<file path="src/rtl/i2c_addr_pkg.sv">
package i2c_addr_pkg;
  parameter int unsigned AW = 7;
  parameter int unsigned NX = 3;
  localparam int unsigned NH = NX + 3;
  localparam logic [AW-1:0] SMB_DEF_ADDR  = 7'h61;
  localparam logic [AW-1:0] SMB_HOST_ADDR = 7'h08;

  typedef enum logic [2:0] {
    IDX_PRIM = 3'd0,
    IDX_X1   = 3'd1,
    IDX_X2   = 3'd2,
    IDX_X3   = 3'd3,
    IDX_DEF  = 3'd4,
    IDX_HOST = 3'd5,
    IDX_NONE = 3'd7
  } match_idx_e;

  typedef struct packed {
    logic          nack_en;
    logic          sniff;
    logic          addr_as_data;
    logic          host_en;
    logic          def_en;
    logic [NX-1:0] x_en;
    logic [AW-1:0] mask;
    logic [AW-1:0] prim;
  } ctrl_t;
endpackage

</file>
<file path="src/rtl/i2c_addr_cfg.sv">
module i2c_addr_cfg
  import i2c_addr_pkg::*;
(
  input  logic                   clk_i,
  input  logic                   rst_ni,
  input  logic                   we_i,
  input  logic                   sel_i,
  input  logic [31:0]            wdata_i,
  input  logic                   wp_i,
  input  logic                   client_en_i,
  input  logic                   gc_open_i,
  output ctrl_t                  ctrl_o,
  output logic [NX-1:0][AW-1:0]  xaddr_o
);
  ctrl_t                 ctrl_q;
  logic [NX-1:0][AW-1:0] xaddr_q;
  logic                  unused_bits;

  assign unused_bits = ^{wdata_i[31:24], wdata_i[15], wdata_i[7]};

  always_ff @(posedge clk_i or negedge rst_ni) begin
    if (!rst_ni) begin
      ctrl_q  <= '0;
      xaddr_q <= '0;
    end else if (we_i && !wp_i) begin
      if (!sel_i) begin
        ctrl_q.mask         <= wdata_i[14:8];
        ctrl_q.x_en         <= wdata_i[16 +: NX];
        ctrl_q.def_en       <= wdata_i[19];
        ctrl_q.host_en      <= wdata_i[20];
        ctrl_q.addr_as_data <= wdata_i[21];
        ctrl_q.sniff        <= wdata_i[22];
        ctrl_q.nack_en      <= wdata_i[23];
        // primary address is only writable while idle or after a general call
        if (!client_en_i || gc_open_i) ctrl_q.prim <= wdata_i[AW-1:0];
      end else begin
        for (int k = 0; k < NX; k++) xaddr_q[k] <= wdata_i[8*k +: AW];
      end
    end
  end

  assign ctrl_o  = ctrl_q;
  assign xaddr_o = xaddr_q;


  wp_block_chk: assert property (@(posedge clk_i) disable iff (!rst_ni)
    we_i && wp_i |=> $stable(ctrl_q) && $stable(xaddr_q));


  prim_lock_chk: assert property (@(posedge clk_i) disable iff (!rst_ni)
    we_i && !sel_i && client_en_i && !gc_open_i |=> $stable(ctrl_q.prim));
endmodule

</file>
<file path="src/rtl/i2c_addr_cmp.sv">
module i2c_addr_cmp
  import i2c_addr_pkg::*;
(
  input  ctrl_t                  ctrl_i,
  input  logic [NX-1:0][AW-1:0]  xaddr_i,
  input  logic [AW-1:0]          addr_i,
  output logic                   hit_o,
  output match_idx_e             idx_o
);
  logic [NH-1:0] hits;

  assign hits[0] = ((addr_i ^ ctrl_i.prim) & ~ctrl_i.mask) == '0;

  for (genvar k = 0; k < NX; k++) begin : g_extra
    assign hits[k+1] = ctrl_i.x_en[k] && (addr_i == xaddr_i[k]);
  end

  assign hits[NX+1] = ctrl_i.def_en  && (addr_i == SMB_DEF_ADDR);
  assign hits[NX+2] = ctrl_i.host_en && (addr_i == SMB_HOST_ADDR);

  // lowest index wins
  always_comb begin
    idx_o = IDX_NONE;
    for (int i = NH - 1; i >= 0; i--) begin
      if (hits[i]) idx_o = match_idx_e'(i[2:0]);
    end
  end

  assign hit_o = |hits;
endmodule

</file>
<file path="src/rtl/i2c_addr_match.sv">
module i2c_addr_match
  import i2c_addr_pkg::*;
(
  input  logic        clk_i,
  input  logic        rst_ni,
  input  logic        cfg_we_i,
  input  logic        cfg_sel_i,
  input  logic [31:0] cfg_wdata_i,
  input  logic        wp_i,
  input  logic        client_en_i,
  input  logic        addr_vld_i,
  input  logic [7:0]  addr_byte_i,
  input  logic        data_vld_i,
  input  logic [7:0]  data_i,
  input  logic        stop_i,
  output logic        dec_vld_o,
  output logic        addr_ack_o,
  output logic [2:0]  match_idx_o,
  output logic        rw_o,
  output logic        rx_vld_o,
  output logic [7:0]  rx_data_o,
  output logic        data_ack_o
);
  ctrl_t                 ctrl;
  logic [NX-1:0][AW-1:0] xaddr;
  logic                  hit;
  match_idx_e            idx;

  logic       dec_vld_q, ack_q, rw_q, rx_vld_q, sel_q, gc_open_q, data_ack_q;
  match_idx_e idx_q;
  logic [7:0] rx_data_q;

  i2c_addr_cfg i_cfg (
    .clk_i       (clk_i),
    .rst_ni      (rst_ni),
    .we_i        (cfg_we_i),
    .sel_i       (cfg_sel_i),
    .wdata_i     (cfg_wdata_i),
    .wp_i        (wp_i),
    .client_en_i (client_en_i),
    .gc_open_i   (gc_open_q),
    .ctrl_o      (ctrl),
    .xaddr_o     (xaddr)
  );

  i2c_addr_cmp i_cmp (
    .ctrl_i  (ctrl),
    .xaddr_i (xaddr),
    .addr_i  (addr_byte_i[7:1]),
    .hit_o   (hit),
    .idx_o   (idx)
  );

  always_ff @(posedge clk_i or negedge rst_ni) begin
    if (!rst_ni) begin
      dec_vld_q  <= 1'b0;
      ack_q      <= 1'b0;
      idx_q      <= IDX_NONE;
      rw_q       <= 1'b0;
      rx_vld_q   <= 1'b0;
      rx_data_q  <= '0;
      sel_q      <= 1'b0;
      gc_open_q  <= 1'b0;
      data_ack_q <= 1'b0;
    end else begin
      dec_vld_q <= addr_vld_i;
      rx_vld_q  <= 1'b0;
      if (addr_vld_i) begin
        ack_q     <= hit && !ctrl.sniff;
        idx_q     <= idx;
        rw_q      <= addr_byte_i[0];
        sel_q     <= hit || ctrl.sniff;
        gc_open_q <= (addr_byte_i == 8'h00);
        if (ctrl.sniff || (ctrl.addr_as_data && hit)) begin
          rx_vld_q  <= 1'b1;
          rx_data_q <= addr_byte_i;
        end
      end else if (data_vld_i) begin
        data_ack_q <= sel_q && !ctrl.sniff && !ctrl.nack_en;
        if (sel_q) begin
          rx_vld_q  <= 1'b1;
          rx_data_q <= data_i;
        end
      end else if (stop_i) begin
        sel_q <= 1'b0;
      end
    end
  end

  assign dec_vld_o   = dec_vld_q;
  assign addr_ack_o  = ack_q;
  assign match_idx_o = idx_q;
  assign rw_o        = rw_q;
  assign rx_vld_o    = rx_vld_q;
  assign rx_data_o   = rx_data_q;
  assign data_ack_o  = data_ack_q;


  dec_follow_chk: assert property (@(posedge clk_i) disable iff (!rst_ni)
    addr_vld_i |=> dec_vld_o);


  ack_idx_chk: assert property (@(posedge clk_i) disable iff (!rst_ni)
    addr_ack_o |-> match_idx_o != IDX_NONE);


  sniff_fwd_chk: assert property (@(posedge clk_i) disable iff (!rst_ni)
    addr_vld_i && ctrl.sniff |=> !addr_ack_o && rx_vld_o);


  miss_drop_chk: assert property (@(posedge clk_i) disable iff (!rst_ni)
    addr_vld_i && !ctrl.sniff && !hit |=> !rx_vld_o);


  data_nack_chk: assert property (@(posedge clk_i) disable iff (!rst_ni)
    data_vld_i && !addr_vld_i && ctrl.nack_en |=> !data_ack_o);
endmodule

</file>
<file path="config.mk">
export PLATFORM = sky130hd
export DESIGN_NAME = i2c_addr_match
export DESIGN_NICKNAME = d
export VERILOG_FILES = /design/src/rtl/i2c_addr_pkg.sv /design/src/rtl/i2c_addr_cfg.sv /design/src/rtl/i2c_addr_cmp.sv /design/src/rtl/i2c_addr_match.sv
export SDC_FILE = /design/constraint.sdc
export NUM_CORES = 1
export LEC_CHECK = 0
export ABC_AREA = 0
export BUFFER_PORTS_ARGS = -buffer_cell sky130_fd_sc_hd__buf_2
export CAP_MARGIN = 15
export CORE_ASPECT_RATIO = 0.5
export CORE_MARGIN = 1
export CORE_UTILIZATION = 25
export CTS_CLUSTER_DIAMETER = 30
export DETAILED_ROUTE_END_ITERATION = 10
export SYNTH_ARGS = -nofsm -noshare
export SYNTH_HDL_FRONTEND = slang
export SYNTH_SLANG_ARGS = --single-unit
</file>
<file path="constraint.sdc">
create_clock -name clk_i -period 2 [get_ports clk_i]
set_clock_uncertainty 0.05 [all_clocks]
set_input_delay 0.1 -clock clk_i [delete_from_list [all_inputs] [get_ports clk_i]]
set_output_delay 0.1 -clock clk_i [all_outputs]
set_load 0.02 [all_outputs]
</file>
==> flow_summary.toml, run 1 <==
[synth]
synth_area_per_cell_um2 = 13.3
synth-seq-area-share_pct = 53.0
synthArstFlopShare_pct = 100
synth_top_area_cell = "dfrtp_1"
yosysTopAreaCellShare_pct = 50.2
ys.flop_type = "dfrtp_1"
synth_area_leaders = "dfrtp_1 (50%), mux2_2 (23%), xnor2_1 (6.7%)"
ys_types = 36
synth-seq-cells = 61
netlist_instances = 218
ys_warn_count = 0
synth_nets = 275
synth_edf_count = 0
synth_area_um2 = 2890

[clock_tree]
cts.htree.levels = 3
path_clk_slew_ns = 0.05
clockBufferDepth = 2
numCtsBuffers = 9
cts.sinks = 61
cts_root_buf = "clkbuf_16"
insertion_delay_ns = 0.33
cts_tree = "done"

[floorplan]
die_h_um = 78.0
placementRows = 27
initial_core_util_pct = 26.0
die_w_um = 154
coreArea_um2 = 11100
dieArea_um2 = 12000
io-pin-count = 73

[global_route]
grt_max_degree = 50
grt_pass1_vias = 2252
overflow = 0
grt_use_total_pct = 12.3
grt_pass1_wl_mm = 11.4
grt_antenna_before_repair = 0

[power_and_ir_drop]
leakage_nw = 1.79
vdd_drop_max_mv = 0.427
p_per_area_nw_per_um2 = 1100

[sta]
slew_viol_final = 0
fin_tns_setup_ns = 0
whs_ns = 0.0477
rsz0062_at_grt = "true"
fin_crit_sh_pct = 99.1
fmax_mhz = 505
fin_crit_ns = 1.98
hold_viol_final = 0
max_slew_margin_pct = 52.9
setup_viol = 0
worst_pin_slew_ns = 0.702

[critical_path]
cp_max_fo = 9
critPathLaunchType = "register"
cp-end-kind = "register"
path_class = "register to register"
cp_data_arrival_time_ns = 2.14
cpMaxStageDelayCell = "dfrtp_1"
reg2reg_depth = 7
critical_path.cell_chain = "xor2_1, nor4_2, nand4_1, nor4b_4, a2bb2oi_4, buf_12, mux2_2"
critPathRequiredTime_ns = 2.16
max_stage_delay_ns = 0.38

[finish]
post-route-cell-area_um2 = 4110
layout.nets = 383
drive_gt1_share_pct = 51.7
fillers = 1072
syn_to_final_growth_pct = 42.2
multi_input_area_um2 = 1280
final-seq-area_um2 = 1530
antennaDiodeCount = 0

[route]
antenna_left = 0
vias = 2071
viasPerCell = 4.35
drt_first_pass_iters = 4
drc = 0
wl_per_cell_um = 14.5
drt_iter0_drc = 84
drt-total-wl_mm = 6.91

[placement]
placed_cell_area_um2 = 3490
io_buffers = 62
dp_hpwl_mm = 5.15
place.gp.congestion = 0.721

[worst_hold_path]
hold_class = "primary input to register"
hold_depth = 3

[run_status]
status = "completed"

[flow_run]
drv_cap = 0
==> worst max-delay path: cells and delay by family, from the launching register on <==
kind | cells | cell delay, ns
buffers and inverters | 1 | 0.14
multiplexers | 1 | 0.33
flip-flops | 1 | 0.38
AO/OA/AOI/OAI | 1 | 0.16
AND/OR/NAND/NOR | 3 | 0.64
XOR/XNOR | 1 | 0.15
==> what timing repair did <==
| item | CTS | global route |
|---|---|---|
| hold buffers | 24 | 0 |
| resized for setup | 1 | 2 |
| pin swaps | 3 | 2 |
| endpoints found under the hold margin | 102 | 0 |
| endpoints found under the setup margin | 8 | 8 |
| setup buffers | 0 | 2 |
==> cells in the final DEF, fill, tap and decap left out, types with 4 or more instances in the layout <==
cell            n
xnor2_1        21
nor2_1          6
xor2_1          6
clkbuf_16       9
inv_1           7
buf_2          62
o21ai_0         5
dlygate4sd3_1  24
buf_4          21
mux2_2         59
nand4_1         6
dfrtp_1        58
o22ai_1         4
==> logic make-up after synthesis <==
kind of cell | synth area share [%]
buffers and inverters | 3.29
muxes | 23.0
DFF | 53.0
AOI/OAI and AO/OA | 4.72
and+or+nand+nor | 7.54
xor gates and xnor gates | 8.49
==> area by class of cell <==
class                           instances  share of cell area (%)
Sequential cell                        61                    37.2
Multi-Input combinational cell        138                    31.2
Tap cell                              145                    4.42
Clock inverter                          6                    2.71
Clock buffer                           10                    5.57
Timing Repair Buffer                  109                    18.2
Inverter                                7                   0.639
==> where the power goes <==
group          internal, W  switching (W)  total (W)
Combinational     0.000557       0.000492    0.00105
Sequential         0.00153       0.000174    0.00171
Clock              0.00122       0.000550    0.00177
Total              0.00331        0.00122    0.00452
==> routing by layer <==
metal  vias to the layer above  share of wire (%)  track usage, %
met1                      1041                 45            14.2
met4                         0                1.9            5.30
met5                         -                  0               0
li1                        990                  -               -
met2                        28                 51            21.8
met3                        12                2.1            3.26
==> metrics by stage <==
step | utilization [%] | worst slack (ns) | instances | power, W
3_5_place_dp | 31.4 | -0.0703 | 434 | 0.00274
6_report | 37.0 | 0.0184 | 476 | 0.00452
3_3_place_gp | 31.4 | -0.0393 | 434 | 0.00271
5_1_grt | 37.0 | -0.0970 | 476 | 0.00474
2_1_floorplan | - | 0.155 | 218 | 0.00236
4_1_cts | 36.7 | -0.0195 | 474 | 0.00456
==> Yosys cell counts (2+ instances only) <==
| cell type | n |
|---|---|
| mux2_2 | 59 |
| dfrtp_1 | 58 |
| xnor2_1 | 22 |
| inv_1 | 7 |
| buf_4 | 6 |
| nand4_1 | 6 |
| nor2_1 | 6 |
| xor2_1 | 6 |
| o21ai_0 | 5 |
| clkbuf_1 | 4 |
| o22ai_1 | 4 |
| dfstp_2 | 3 |
| nand2_1 | 3 |
| nor3_1 | 3 |
| a31oi_1 | 2 |
| nand2b_1 | 2 |
| nand4b_1 | 2 |
| nor4_1 | 2 |
==> sequential cells by signal, indices dropped and copies added, names as in the netlist <==
name / cells
addr_ack_o: 1
data_ack_o: 1
dec_vld_o: 1
gc_open_q: 1
i_cfg.ctrl_o: 22
i_cfg.xaddr_o: 21
match_idx_o: 3
rw_o: 1
rx_data_o: 8
rx_vld_o: 1
sel_q: 1
==> final timing paths <==
| path | start | to | slack (ns) |
|---|---|---|---|
| worst max-delay path | i_cfg.xaddr_o[6]$_DFFE_PN0P_ | rx_data_o[4]$_DFFE_PN0P_ | 0.02 |
| worst min-delay path | data_vld_i | data_ack_o$_DFFE_PN0P_ | 0.05 |
| worst max register to register | i_cfg.xaddr_o[6]$_DFFE_PN0P_ | rx_data_o[4]$_DFFE_PN0P_ | 0.02 |
| worst min register to register | data_ack_o$_DFFE_PN0P_ | data_ack_o$_DFFE_PN0P_ | 0.42 |
| max in group asynchronous | rst_ni | match_idx_o[0]$_DFFE_PN1P_ | 1.14 |
| min in group asynchronous | rst_ni | rx_vld_o$_DFF_PN0_ | 0.15 |
(Power assumes the default switching activity.)
==> inputs of run 2 (changes only) <==
--- a/config.mk
+++ b/config.mk
@@ -11,6 +11,7 @@
 export CORE_ASPECT_RATIO = 0.5
 export CORE_MARGIN = 1
 export CORE_UTILIZATION = 25
+export CTS_BUF_LIST = sky130_fd_sc_hd__clkbuf_4 sky130_fd_sc_hd__clkbuf_8
 export CTS_CLUSTER_DIAMETER = 30
 export DETAILED_ROUTE_END_ITERATION = 10
 export SYNTH_ARGS = -nofsm -noshare
==> constraint.sdc (replaced) <==
create_clock -name clk_i -period 1.7 [get_ports clk_i]
set_clock_uncertainty 0.05 [all_clocks]
set_input_delay 0.085 -clock clk_i [delete_from_list [all_inputs] [get_ports clk_i]]
set_output_delay 0.085 -clock clk_i [all_outputs]
set_load 0.02 [all_outputs]
==> run 2 against run 1 <==
The flow now finishes with violations (setup timing). Register-to-register slack lost 0.26 ns. Sequential power grew 18%. Via count grew 0.82%. Global-route usage grew 0.24 points. Cell count grew 2.7%. Sequential cell count is the same.
==> flow_summary.toml, run 2 (same netlist as run 1, synthesis figures left out) <==
[floorplan]
placementRows = 27
initial_core_util_pct = 26.0
die_h_um = 78.0
die_w_um = 154
dieArea_um2 = 12000
coreArea_um2 = 11100
io-pin-count = 73

[finish]
multi_input_area_um2 = 1320
layout.nets = 396
final-seq-area_um2 = 1530
antennaDiodeCount = 0
drive_gt1_share_pct = 54.9
fillers = 1036
layout_commonest_cell = "buf_2"
final_cell_mix = "buf_2 (62), dfrtp_1 (58), mux2_2 (57), buf_4 (32), dlygate4sd3_1 (25)"
largest_register_ffs = 22
syn_to_final_growth_pct = 43.7

[critical_path]
path_class = "register to register"
critPathLaunchType = "register"
cp_max_fo = 9
cp-end-kind = "register"
cp-startpoint = "i_cfg.ctrl_o[17]$_DFFE_PN0P_"
critical_path.cell_chain = "nand4_1, or3_1, a211oi_2, nor3_1, a2bb2oi_4, buf_12, mux2_2"
max_stage_delay_ns = 0.34
cpMaxStageDelayCell = "dfrtp_1"
reg2reg_depth = 7
critPathRequiredTime_ns = 1.88
reg2reg_from = "i_cfg.ctrl_o[17]$_DFFE_PN0P_"
critical_path.endpoint = "rx_data_o[7]$_DFFE_PN0P_"
cp_data_arrival_time_ns = 2.12
crit-reg2reg-capture = "rx_data_o[7]$_DFFE_PN0P_"
r2r_setup_slack_ns = -0.24

[clock_tree]
cts.htree.levels = 3
cts_root_buf = "clkbuf_8"
cts_tree = "done"
path_clk_slew_ns = 0.07
numCtsBuffers = 9
clockBufferDepth = 2
insertion_delay_ns = 0.34
cts.sinks = 61

[power_and_ir_drop]
power_w = 0.00479
leakage_nw = 1.84
p_per_area_nw_per_um2 = 1150
vdd_drop_max_mv = 0.385

[placement]
io_buffers = 62
place.gp.congestion = 0.730
dp_hpwl_mm = 5.11

[route]
topRoutingLayerUsed = "met4"
vias = 2088
met2_wirelength_mm = 3.51
drt_first_pass_iters = 4
drc = 0
viasPerCell = 4.27
wl_met1_mm = 3.07
wl_met3_um = 246
wl_per_cell_um = 14.2
antenna_left = 0
drt_iter0_drc = 82
drt-total-wl_mm = 6.95

[global_route]
grt_pass1_vias = 2202
overflow = 0
grt_use_total_pct = 12.6
grt_antenna_before_repair = 0
grt_max_degree = 62
grt_pass1_wl_mm = 11.5

[sta]
worst_pin_slew_ns = 0.373
fmax_mhz = 515
slew_viol_final = 0
setup_viol = 8
fin_crit_ns = 1.94
max_slew_margin_pct = 74.9
hold_viol_final = 0
fin_crit_sh_pct = 114
setup_ws_ns = -0.240
rsz0062_at_grt = "true"
fin_tns_setup_ns = -1.87

[run_status]
failed_checks = "setup timing"
status = "finished, violations left"

[flow_run]
drv_cap = 0

[worst_hold_path]
hold_class = "primary input to register"
==> run 2: cell types whose count changed in the layout (fill, tap and decap cells not counted), moves of 2 or more <==
cell	before	now
buf_4	21	32
o22ai_1	4	1
nor4_2	2	0
o22ai_2	0	3
mux2_2	59	57
clkbuf_8	0	11
mux2_4	0	2
clkbuf_16	9	0
==> run 2: area by class of cell <==
type                    count  area share, %
multi-input cells         138           31.9
flip-flops and latches     61           36.9
well taps                 145           4.37
clock inverters             4           1.69
repair buffers            122           20.7
clock buffers              12           3.83
inverters                   7          0.633
==> run 2: worst min path at each step <==
| stage | start | end | slack (ns) | depth (start not counted) |
|---|---|---|---|---|
| after floorplan | rst_ni | addr_ack_o$_DFFE_PN0P_ | -0.26 | 0 |
| after global placement | rst_ni | dec_vld_o$_DFF_PN0_ | 0.07 | 2 |
| after detailed placement | rst_ni | dec_vld_o$_DFF_PN0_ | 0.07 | 2 |
| after CTS | addr_vld_i | data_ack_o$_DFFE_PN0P_ | 0.01 | 3 |
| after global routing | data_i[7] | rx_data_o[7]$_DFFE_PN0P_ | 0.03 | 3 |
| final | addr_vld_i | data_ack_o$_DFFE_PN0P_ | 0.03 | 3 |
==> run 2: worst max-delay path, delay by kind of cell, from the launching register on <==
family / cells / cell delay [ns]
and+or+nand+nor: 3 / 0.57
AOI/OAI and AO/OA: 2 / 0.40
buffers and inverters: 1 / 0.14
DFF: 1 / 0.34
muxes: 1 / 0.32
==> run 2: layer usage <==
metal | vias to the layer above | GRT usage, %
met5 | - | 0
met1 | 1033 | 15.2
li1 | 1014 | -
met4 | 0 | 5.10
met2 | 30 | 21.5
met3 | 11 | 3.31
==> run 2: power breakdown <==
group          leakage [nW]  internal [W]  total [W]  switching [W]
Combinational          1.00      0.000715    0.00131       0.000596
Sequential            0.724       0.00180    0.00201       0.000212
Clock                 0.120      0.000916    0.00146       0.000546
==> run 2: what timing repair did <==
item                                   CTS  global route
gates resized for setup                  2             9
pin swaps                                3             6
buffers inserted                         2             3
endpoints found under the hold margin  106             0
gates cloned                             0             0
hold buffers                            25             0
setup endpoints to repair               11            12
==> run 2: metrics by stage <==
step                      utilization, %  area [µm²]  instances  hold WS [ns]  worst slack [ns]
final                               37.3        4150        489        0.0336            -0.240
after detailed placement            32.1        3570        444        0.0684            -0.357
after global placement              32.1        3570        444        0.0731            -0.299
after CTS                           36.7        4080        486        0.0121            -0.266
after floorplan                        -        2890        218        -0.261            -0.143
after global routing                37.3        4150        489        0.0340            -0.315
